### config.mk
export PLATFORM = sky130hd
export DESIGN_NAME = dma_page_unit
export DESIGN_NICKNAME = d
export VERILOG_FILES = /design/src/rtl/dma_pg_pkg.sv /design/src/rtl/dma_pg_decode.sv /design/src/rtl/dma_pg_bytefile.sv /design/src/rtl/dma_pg_chan.sv /design/src/rtl/dma_page_unit.sv
export SDC_FILE = /design/constraint.sdc
export NUM_CORES = 1
export LEC_CHECK = 0
export CELL_PAD_IN_SITES_DETAIL_PLACEMENT = 1
export CELL_PAD_IN_SITES_GLOBAL_PLACEMENT = 2
export CORE_AREA = 2 2 299 301
export DETAILED_ROUTE_END_ITERATION = 8
export DIE_AREA = 0 0 301 303
export HOLD_SLACK_MARGIN = 0.15
export PLACE_DENSITY_LB_ADDON = 0.1
export SYNTH_ARGS = -nofsm -noshare
export SYNTH_HDL_FRONTEND = slang
export SYNTH_SLANG_ARGS = --single-unit
export TNS_END_PERCENT = 1
### constraint.sdc
create_clock -name clk -period 4.3 [get_ports clk]
set_clock_uncertainty 0.2 [all_clocks]
set_input_delay 0.86 -clock clk [delete_from_list [all_inputs] [get_ports clk]]
set_output_delay 0.86 -clock clk [all_outputs]
set_load 0.02 [all_outputs]
### src/rtl/dma_pg_pkg.sv
package dma_pg_pkg;
  localparam int AW    = 24;
  localparam int PG_LO = 16;
  localparam int NCH   = 4;
  localparam int CW    = $clog2(NCH);
  localparam int NTOT  = 2 * NCH;
  localparam int OFS_W = 4;
  localparam int NOFS  = 1 << OFS_W;

  typedef struct packed {
    logic          hit;
    logic          word;
    logic [CW-1:0] chan;
  } pg_map_t;

  // offset bit 3 selects the controller, bits [2:0] the channel
  function automatic pg_map_t map_ofs(input logic [OFS_W-1:0] o);
    pg_map_t m;
    m.word = o[3];
    m.hit  = 1'b1;
    case (o[2:0])
      3'd7:    m.chan = CW'(0);
      3'd3:    m.chan = CW'(1);
      3'd1:    m.chan = CW'(2);
      3'd2:    m.chan = CW'(3);
      default: begin m.chan = '0; m.hit = 1'b0; end
    endcase
    return m;
  endfunction

  function automatic logic [AW-1:0] step_addr(input logic [AW-1:0] a,
                                              input logic word, input logic down);
    logic [16:0] w;
    logic [15:0] b;
    w = a[16:0] + (down ? 17'h1FFFE : 17'h00002);
    b = a[15:0] + (down ? 16'hFFFF : 16'h0001);
    return word ? {a[AW-1:17], w} : {a[AW-1:16], b};
  endfunction

  function automatic logic [AW-1:0] load_byte(input logic [AW-1:0] a, input logic word,
                                              input logic hi, input logic [7:0] v);
    logic [AW-1:0] r;
    r = a;
    case ({word, hi})
      2'b00: r[7:0]  = v;
      2'b01: r[15:8] = v;
      2'b10: r[8:1]  = v;
      default: r[16:9] = v;
    endcase
    return r;
  endfunction

  function automatic logic [AW-1:0] merge_page(input logic [AW-1:0] a, input logic word,
                                               input logic at, input logic [7:0] v);
    if (word) return {v[7:1], a[16:0]};
    return {(at ? v : {4'h0, v[3:0]}), a[PG_LO-1:0]};
  endfunction

  function automatic logic [7:0] view_byte(input logic [AW-1:0] a, input logic word,
                                           input logic hi);
    case ({word, hi})
      2'b00: return a[7:0];
      2'b01: return a[15:8];
      2'b10: return a[8:1];
      default: return a[16:9];
    endcase
  endfunction
endpackage

### src/rtl/dma_pg_decode.sv
module dma_pg_decode
  import dma_pg_pkg::*;
(
  input  logic             clk,
  input  logic             rst_n,
  input  logic             we,
  input  logic [OFS_W-1:0] ofs,
  output logic [NTOT-1:0]  hit
);
  pg_map_t m;
  assign m = map_ofs(ofs);

  for (genvar g = 0; g < NTOT; g++) begin : g_hit
    localparam logic          GW = (g >= NCH);
    localparam logic [CW-1:0] GC = CW'(g % NCH);
    assign hit[g] = we && m.hit && (m.word == GW) && (m.chan == GC);
  end


  map_onehot_chk: assert property (@(posedge clk) disable iff (!rst_n) $onehot0(hit));
endmodule

### src/rtl/dma_pg_bytefile.sv
module dma_pg_bytefile
  import dma_pg_pkg::*;
(
  input  logic             clk,
  input  logic             rst_n,
  input  logic             we,
  input  logic [OFS_W-1:0] ofs,
  input  logic [7:0]       wdata,
  output logic [7:0]       rdata
);
  logic [7:0] mem [NOFS];

  always_ff @(posedge clk or negedge rst_n) begin
    if (!rst_n) begin
      for (int i = 0; i < NOFS; i++) mem[i] <= '0;
    end else if (we) begin
      mem[ofs] <= wdata;
    end
  end

  assign rdata = mem[ofs];


  raw_keep_chk: assert property (@(posedge clk) disable iff (!rst_n)
    we |=> mem[$past(ofs)] == $past(wdata));
endmodule

### src/rtl/dma_pg_chan.sv
module dma_pg_chan
  import dma_pg_pkg::*;
#(
  parameter bit IS_WORD = 1'b0
) (
  input  logic          clk,
  input  logic          rst_n,
  input  logic          at_mode,
  input  logic          pg_hit,
  input  logic [7:0]    pg_val,
  input  logic          ld_hit,
  input  logic          ld_hi,
  input  logic [7:0]    ld_val,
  input  logic          st_hit,
  input  logic          st_down,
  output logic [AW-1:0] base,
  output logic [AW-1:0] cur
);
  logic [AW-1:0] cur_s, cur_l, cur_n, base_l, base_n;

  // step first, then byte-load, then page
  assign cur_s  = st_hit ? step_addr(cur, IS_WORD, st_down) : cur;
  assign cur_l  = ld_hit ? load_byte(cur_s, IS_WORD, ld_hi, ld_val) : cur_s;
  assign cur_n  = pg_hit ? merge_page(cur_l, IS_WORD, at_mode, pg_val) : cur_l;
  assign base_l = ld_hit ? load_byte(base, IS_WORD, ld_hi, ld_val) : base;
  assign base_n = pg_hit ? merge_page(base_l, IS_WORD, at_mode, pg_val) : base_l;

  always_ff @(posedge clk or negedge rst_n) begin
    if (!rst_n) begin
      base <= '0;
      cur  <= '0;
    end else begin
      base <= base_n;
      cur  <= cur_n;
    end
  end


  page_both_chk: assert property (@(posedge clk) disable iff (!rst_n)
    pg_hit |=> base[AW-1:17] == cur[AW-1:17]);

  short_page_chk: assert property (@(posedge clk) disable iff (!rst_n)
    pg_hit && !IS_WORD && !at_mode |=> cur[AW-1:20] == '0);

  word_page_low_chk: assert property (@(posedge clk) disable iff (!rst_n)
    pg_hit && IS_WORD && !st_hit && !ld_hit |=> cur[16:0] == $past(cur[16:0]));

  step_base_chk: assert property (@(posedge clk) disable iff (!rst_n)
    st_hit && !ld_hit && !pg_hit |=> $stable(base) && cur[AW-1:17] == $past(cur[AW-1:17]));
endmodule

### src/rtl/dma_page_unit.sv
module dma_page_unit
  import dma_pg_pkg::*;
(
  input  logic        clk,
  input  logic        rst_n,
  input  logic        at_mode,
  input  logic        pg_we,
  input  logic [3:0]  pg_ofs,
  input  logic [7:0]  pg_wdata,
  output logic [7:0]  pg_rdata,
  input  logic        ld_we,
  input  logic        ld_word,
  input  logic [1:0]  ld_chan,
  input  logic        ld_hi,
  input  logic [7:0]  ld_data,
  input  logic        st_en,
  input  logic        st_word,
  input  logic [1:0]  st_chan,
  input  logic        st_down,
  input  logic        vw_word,
  input  logic [1:0]  vw_chan,
  input  logic        vw_hi,
  output logic [7:0]  vw_byte,
  output logic [23:0] vw_base,
  output logic [23:0] vw_cur
);
  logic [NTOT-1:0] pg_hit;
  logic [AW-1:0]   base_a [NTOT];
  logic [AW-1:0]   cur_a  [NTOT];
  logic [CW:0]     vw_idx;

  dma_pg_decode u_dec (
    .clk(clk), .rst_n(rst_n), .we(pg_we), .ofs(pg_ofs), .hit(pg_hit)
  );

  dma_pg_bytefile u_raw (
    .clk(clk), .rst_n(rst_n), .we(pg_we), .ofs(pg_ofs),
    .wdata(pg_wdata), .rdata(pg_rdata)
  );

  for (genvar g = 0; g < NTOT; g++) begin : g_ch
    localparam bit            GW = (g >= NCH);
    localparam logic [CW-1:0] GC = CW'(g % NCH);
    logic ld_hit, st_hit;
    assign ld_hit = ld_we && (ld_word == GW) && (ld_chan == GC);
    assign st_hit = st_en && (st_word == GW) && (st_chan == GC);
    dma_pg_chan #(.IS_WORD(GW)) u_ch (
      .clk(clk), .rst_n(rst_n), .at_mode(at_mode),
      .pg_hit(pg_hit[g]), .pg_val(pg_wdata),
      .ld_hit(ld_hit), .ld_hi(ld_hi), .ld_val(ld_data),
      .st_hit(st_hit), .st_down(st_down),
      .base(base_a[g]), .cur(cur_a[g])
    );
  end

  assign vw_idx  = {vw_word, vw_chan};
  assign vw_base = base_a[vw_idx];
  assign vw_cur  = cur_a[vw_idx];
  assign vw_byte = view_byte(cur_a[vw_idx], vw_word, vw_hi);
endmodule

==> flow_metrics.tcl <==
set metrics [dict create \
    finish.net_count 2901 \
    die_w_um 301 \
    path_cells "buf_6, buf_12, mux4_2, mux4_2, clkdlybuf4s50_1" \
    synth_commonest_cells "nand2_1 (672), dfrtp_1 (444), o21ai_0 (156), nor2_1 (153), a21oi_1 (150)" \
    first_pass_iters 5 \
    criticalPathCategory "input port to primary output" \
    clk_pin_slew_ns 0.06 \
    holdCritPathClass "flip-flop to flip-flop" \
    netlist_instances 2637 \
    yosys.area.top_type "dfrtp_1" \
    critical_path.startpoint "vw_chan[0]" \
    yosysWarnings 0 \
    fin_crit_sh_pct 93.6 \
    slew_headroom_pct 34.9 \
    reg2reg_slack_ns 1.07 \
    antenna_found_initial 3 \
    root_buffer "clkbuf_16" \
    io_pins 102 \
    postCtsSetupRepairBufs 0 \
    grt_usage_pct 22.7 \
    fp.dieH_um 303 \
    finalCriticalPeriod_ns 4.02 \
    ant_nets 0 \
    cts_hold_buf 1 \
    crit_path_start_kind "input port" \
    vdd_drop_max_mv 0.333 \
    hold_viol_final 0 \
    synth_area_leaders "dfrtp_1 (42%), mux4_2 (11%), nand2_1 (9.6%)" \
    status "complete, no violations" \
    final.setup.tns_ns 0 \
    dp_hpwl_um 76300 \
    area_delta_synth_final_pct 18.2 \
    reg2regPathDepth 9 \
    drtIter0Drc 1281 \
    reg2reg_from "g_ch[5].u_ch.cur[1]" \
    synth_seq_cells 444 \
    max_slew.worst_pin.slew_ns 0.976 \
    synth_most_common_cell "nand2_1" \
    powerDensity_nw_per_um2 646 \
    crit_required_ns 3.24 \
    cp_top_family "multiplexers" \
    syn_nets 2795 \
    rows 109 \
    grt_overflow 0 \
    fmax_mhz 248 \
    fillers 9825 \
    vias_per_cell 5.33 \
    ys_seq_area_share_pct 42.4 \
    clk_path_buf_depth 3 \
    htree_levels 2 \
    tritoncts "built" \
    synthFlopType "dfrtp_1" \
    slowest_stage "mux4_2" \
    drv_cap 0 \
    crit_path_end "vw_byte[6]" \
    yosysUniqueCellTypes 74 \
    drc_errors 0 \
    core_um2 88000 \
    grt_pass1_vias 22400 \
    design_area_um2 31000 \
    setup_viol 0 \
    initial_core_util_pct 29.8 \
    rsz0062_at_grt "false" \
    critical_path.most_common_cell "mux4_2" \
    drive_gt1_share_pct 17.6 \
    finalNonFillerCells 3950 \
    p_leak_nw 13.8 \
    holdWs_ns 0.273 \
    cts_buffers 54 \
    reg2reg_to "g_ch[5].u_ch.cur[13]" \
    worstSkewPairLatency_ns 0.65 \
    clock-sinks 444 \
    post_drt_wl_per_cell_um 25.9 \
    wl_um 102000 \
    syn_area_um2 26200 \
    max_stage_delay_ns 0.56 \
    worstSetupEndpointType "primary output" \
    syn_area_per_cell_um2 9.94 \
    grt_max_degree 63 \
    dp.cells 3851 \
    critPathBufInv 3 \
    crit_cells 5 \
    crit_arrival_ns 2.96 \
    globalplace.congestion 0.912 \
    synth_edf_count 0 \
    route.vias.total 21100 \
    async_reset_ff_share_pct 100 \
    drv_slew 0 \
    cts_resized 0 \
    crit_path_max_fanout 26 \
    port_buffers 101 \
    place_area_um2 29000 \
    synth_top_area_share_pct 42.4 \
    die_area_um2 91200 \
    grt_first_pass_wirelength_um 154000 \
]
==> cells by family (layout without fill, tap and decap cells) <==
family          after synthesis  in the layout  share of synthesized area (%)
xor+xnor                     97             97                           3.24
fa+ha+maj                   120            120                           5.96
other cells                   0              2                              0
mux                         299            299                           18.2
simple gates                998            998                           15.6
buf+inv                     171            317                           2.62
compound gates              508            508                           12.0
flops                       444            444                           42.4
==> report_power, final <==
group	switching (mW)	internal [mW]	leakage (nW)
Clock	2.02	3.09	0.964
Combinational	4.28	3.71	7.34
Sequential	1.55	5.38	5.54
Total	7.85	12.2	13.8
==> cell type report <==
class / instances / area [µm²] / area share (%)
Multi-Input combinational cell: 2022 / 14400 / 46.6
Sequential cell: 444 / 11100 / 35.9
Timing Repair Buffer: 201 / 1910 / 6.17
Clock buffer: 79 / 1620 / 5.21
Tap cell: 1165 / 1460 / 4.70
Clock inverter: 17 / 367 / 1.18
Inverter: 20 / 75.1 / 0.242
Antenna cell: 2 / 5.00 / 0.0162
==> how the worst min path moves through the flow <==
stage                                from                    end  slack (ns)  depth (start not counted)
detailed placement         u_raw.mem[108]         u_raw.mem[108]        0.26                          2
floorplan                  u_raw.mem[108]         u_raw.mem[108]        0.24                          2
global placement           u_raw.mem[108]         u_raw.mem[108]        0.25                          2
CTS                  g_ch[1].u_ch.base[9]   g_ch[1].u_ch.base[9]        0.28                          2
global route        g_ch[0].u_ch.base[19]  g_ch[0].u_ch.base[19]        0.29                          2
finish              g_ch[2].u_ch.base[12]  g_ch[2].u_ch.base[12]        0.27                          2
==> sequential cells by signal, indices dropped and copies added, names as in the netlist <==
register	count
g_ch.u_ch.base	188
g_ch.u_ch.cur	128
u_raw.mem	128
==> layer usage <==
metal | global-route usage [%] | up-vias | part of all wire, % | wire [µm]
li1 | - | 9643 | - | -
met1 | 32.2 | 11000 | 48 | 48900
met2 | 37.7 | 325 | 47 | 48300
met3 | 2.51 | 92 | 3.3 | 3350
met4 | 4.38 | 0 | 1.8 | 1850
met5 | 0 | - | 0 | 0
==> worst register-to-register path: cells and delay by family, from the launching register on <==
family | cells | cell delay [ns]
simple gates | 1 | 0.10
compound gates | 6 | 1.49
fa+ha+maj | 1 | 0.48
flops | 1 | 0.47
mux | 1 | 0.34
==> cell usage in the layout (no fill, tap or decap), drive strengths merged, types with 6 or more instances in the layout <==
| cell type | instances |
|---|---|
| o21ai | 167 |
| nor2b | 16 |
| mux4 | 127 |
| nand2b | 18 |
| o31ai | 6 |
| or3 | 7 |
| o21a | 16 |
| mux2 | 147 |
| inv | 20 |
| a31oi | 18 |
| buf | 112 |
| xor2 | 43 |
| and3 | 6 |
| nor3 | 32 |
| mux2i | 25 |
| clkbuf | 79 |
| clkinv | 8 |
| bufinv | 8 |
| a21o | 41 |
| o211ai | 19 |
| o21bai | 10 |
| nand3 | 62 |
| dfrtp | 444 |
| nor2 | 153 |
| a21oi | 151 |
| nand3b | 6 |
| fa | 8 |
| a211oi | 24 |
| ha | 112 |
| clkdlybuf4s50 | 88 |
| xnor2 | 54 |
| nand2 | 672 |
==> metrics by stage <==
stage | setup slack [ns] | power, mW | utilization [%]
finish | 0.275 | 20.0 | 35.2
global route | 0.212 | 21.3 | 35.2
CTS | 0.253 | 20.2 | 35.2
detailed placement | 0.255 | 15.0 | 32.9
global placement | 0.276 | 14.8 | 32.9
floorplan | 0.462 | 11.8 | -
Power figures use the tool's default switching activity.
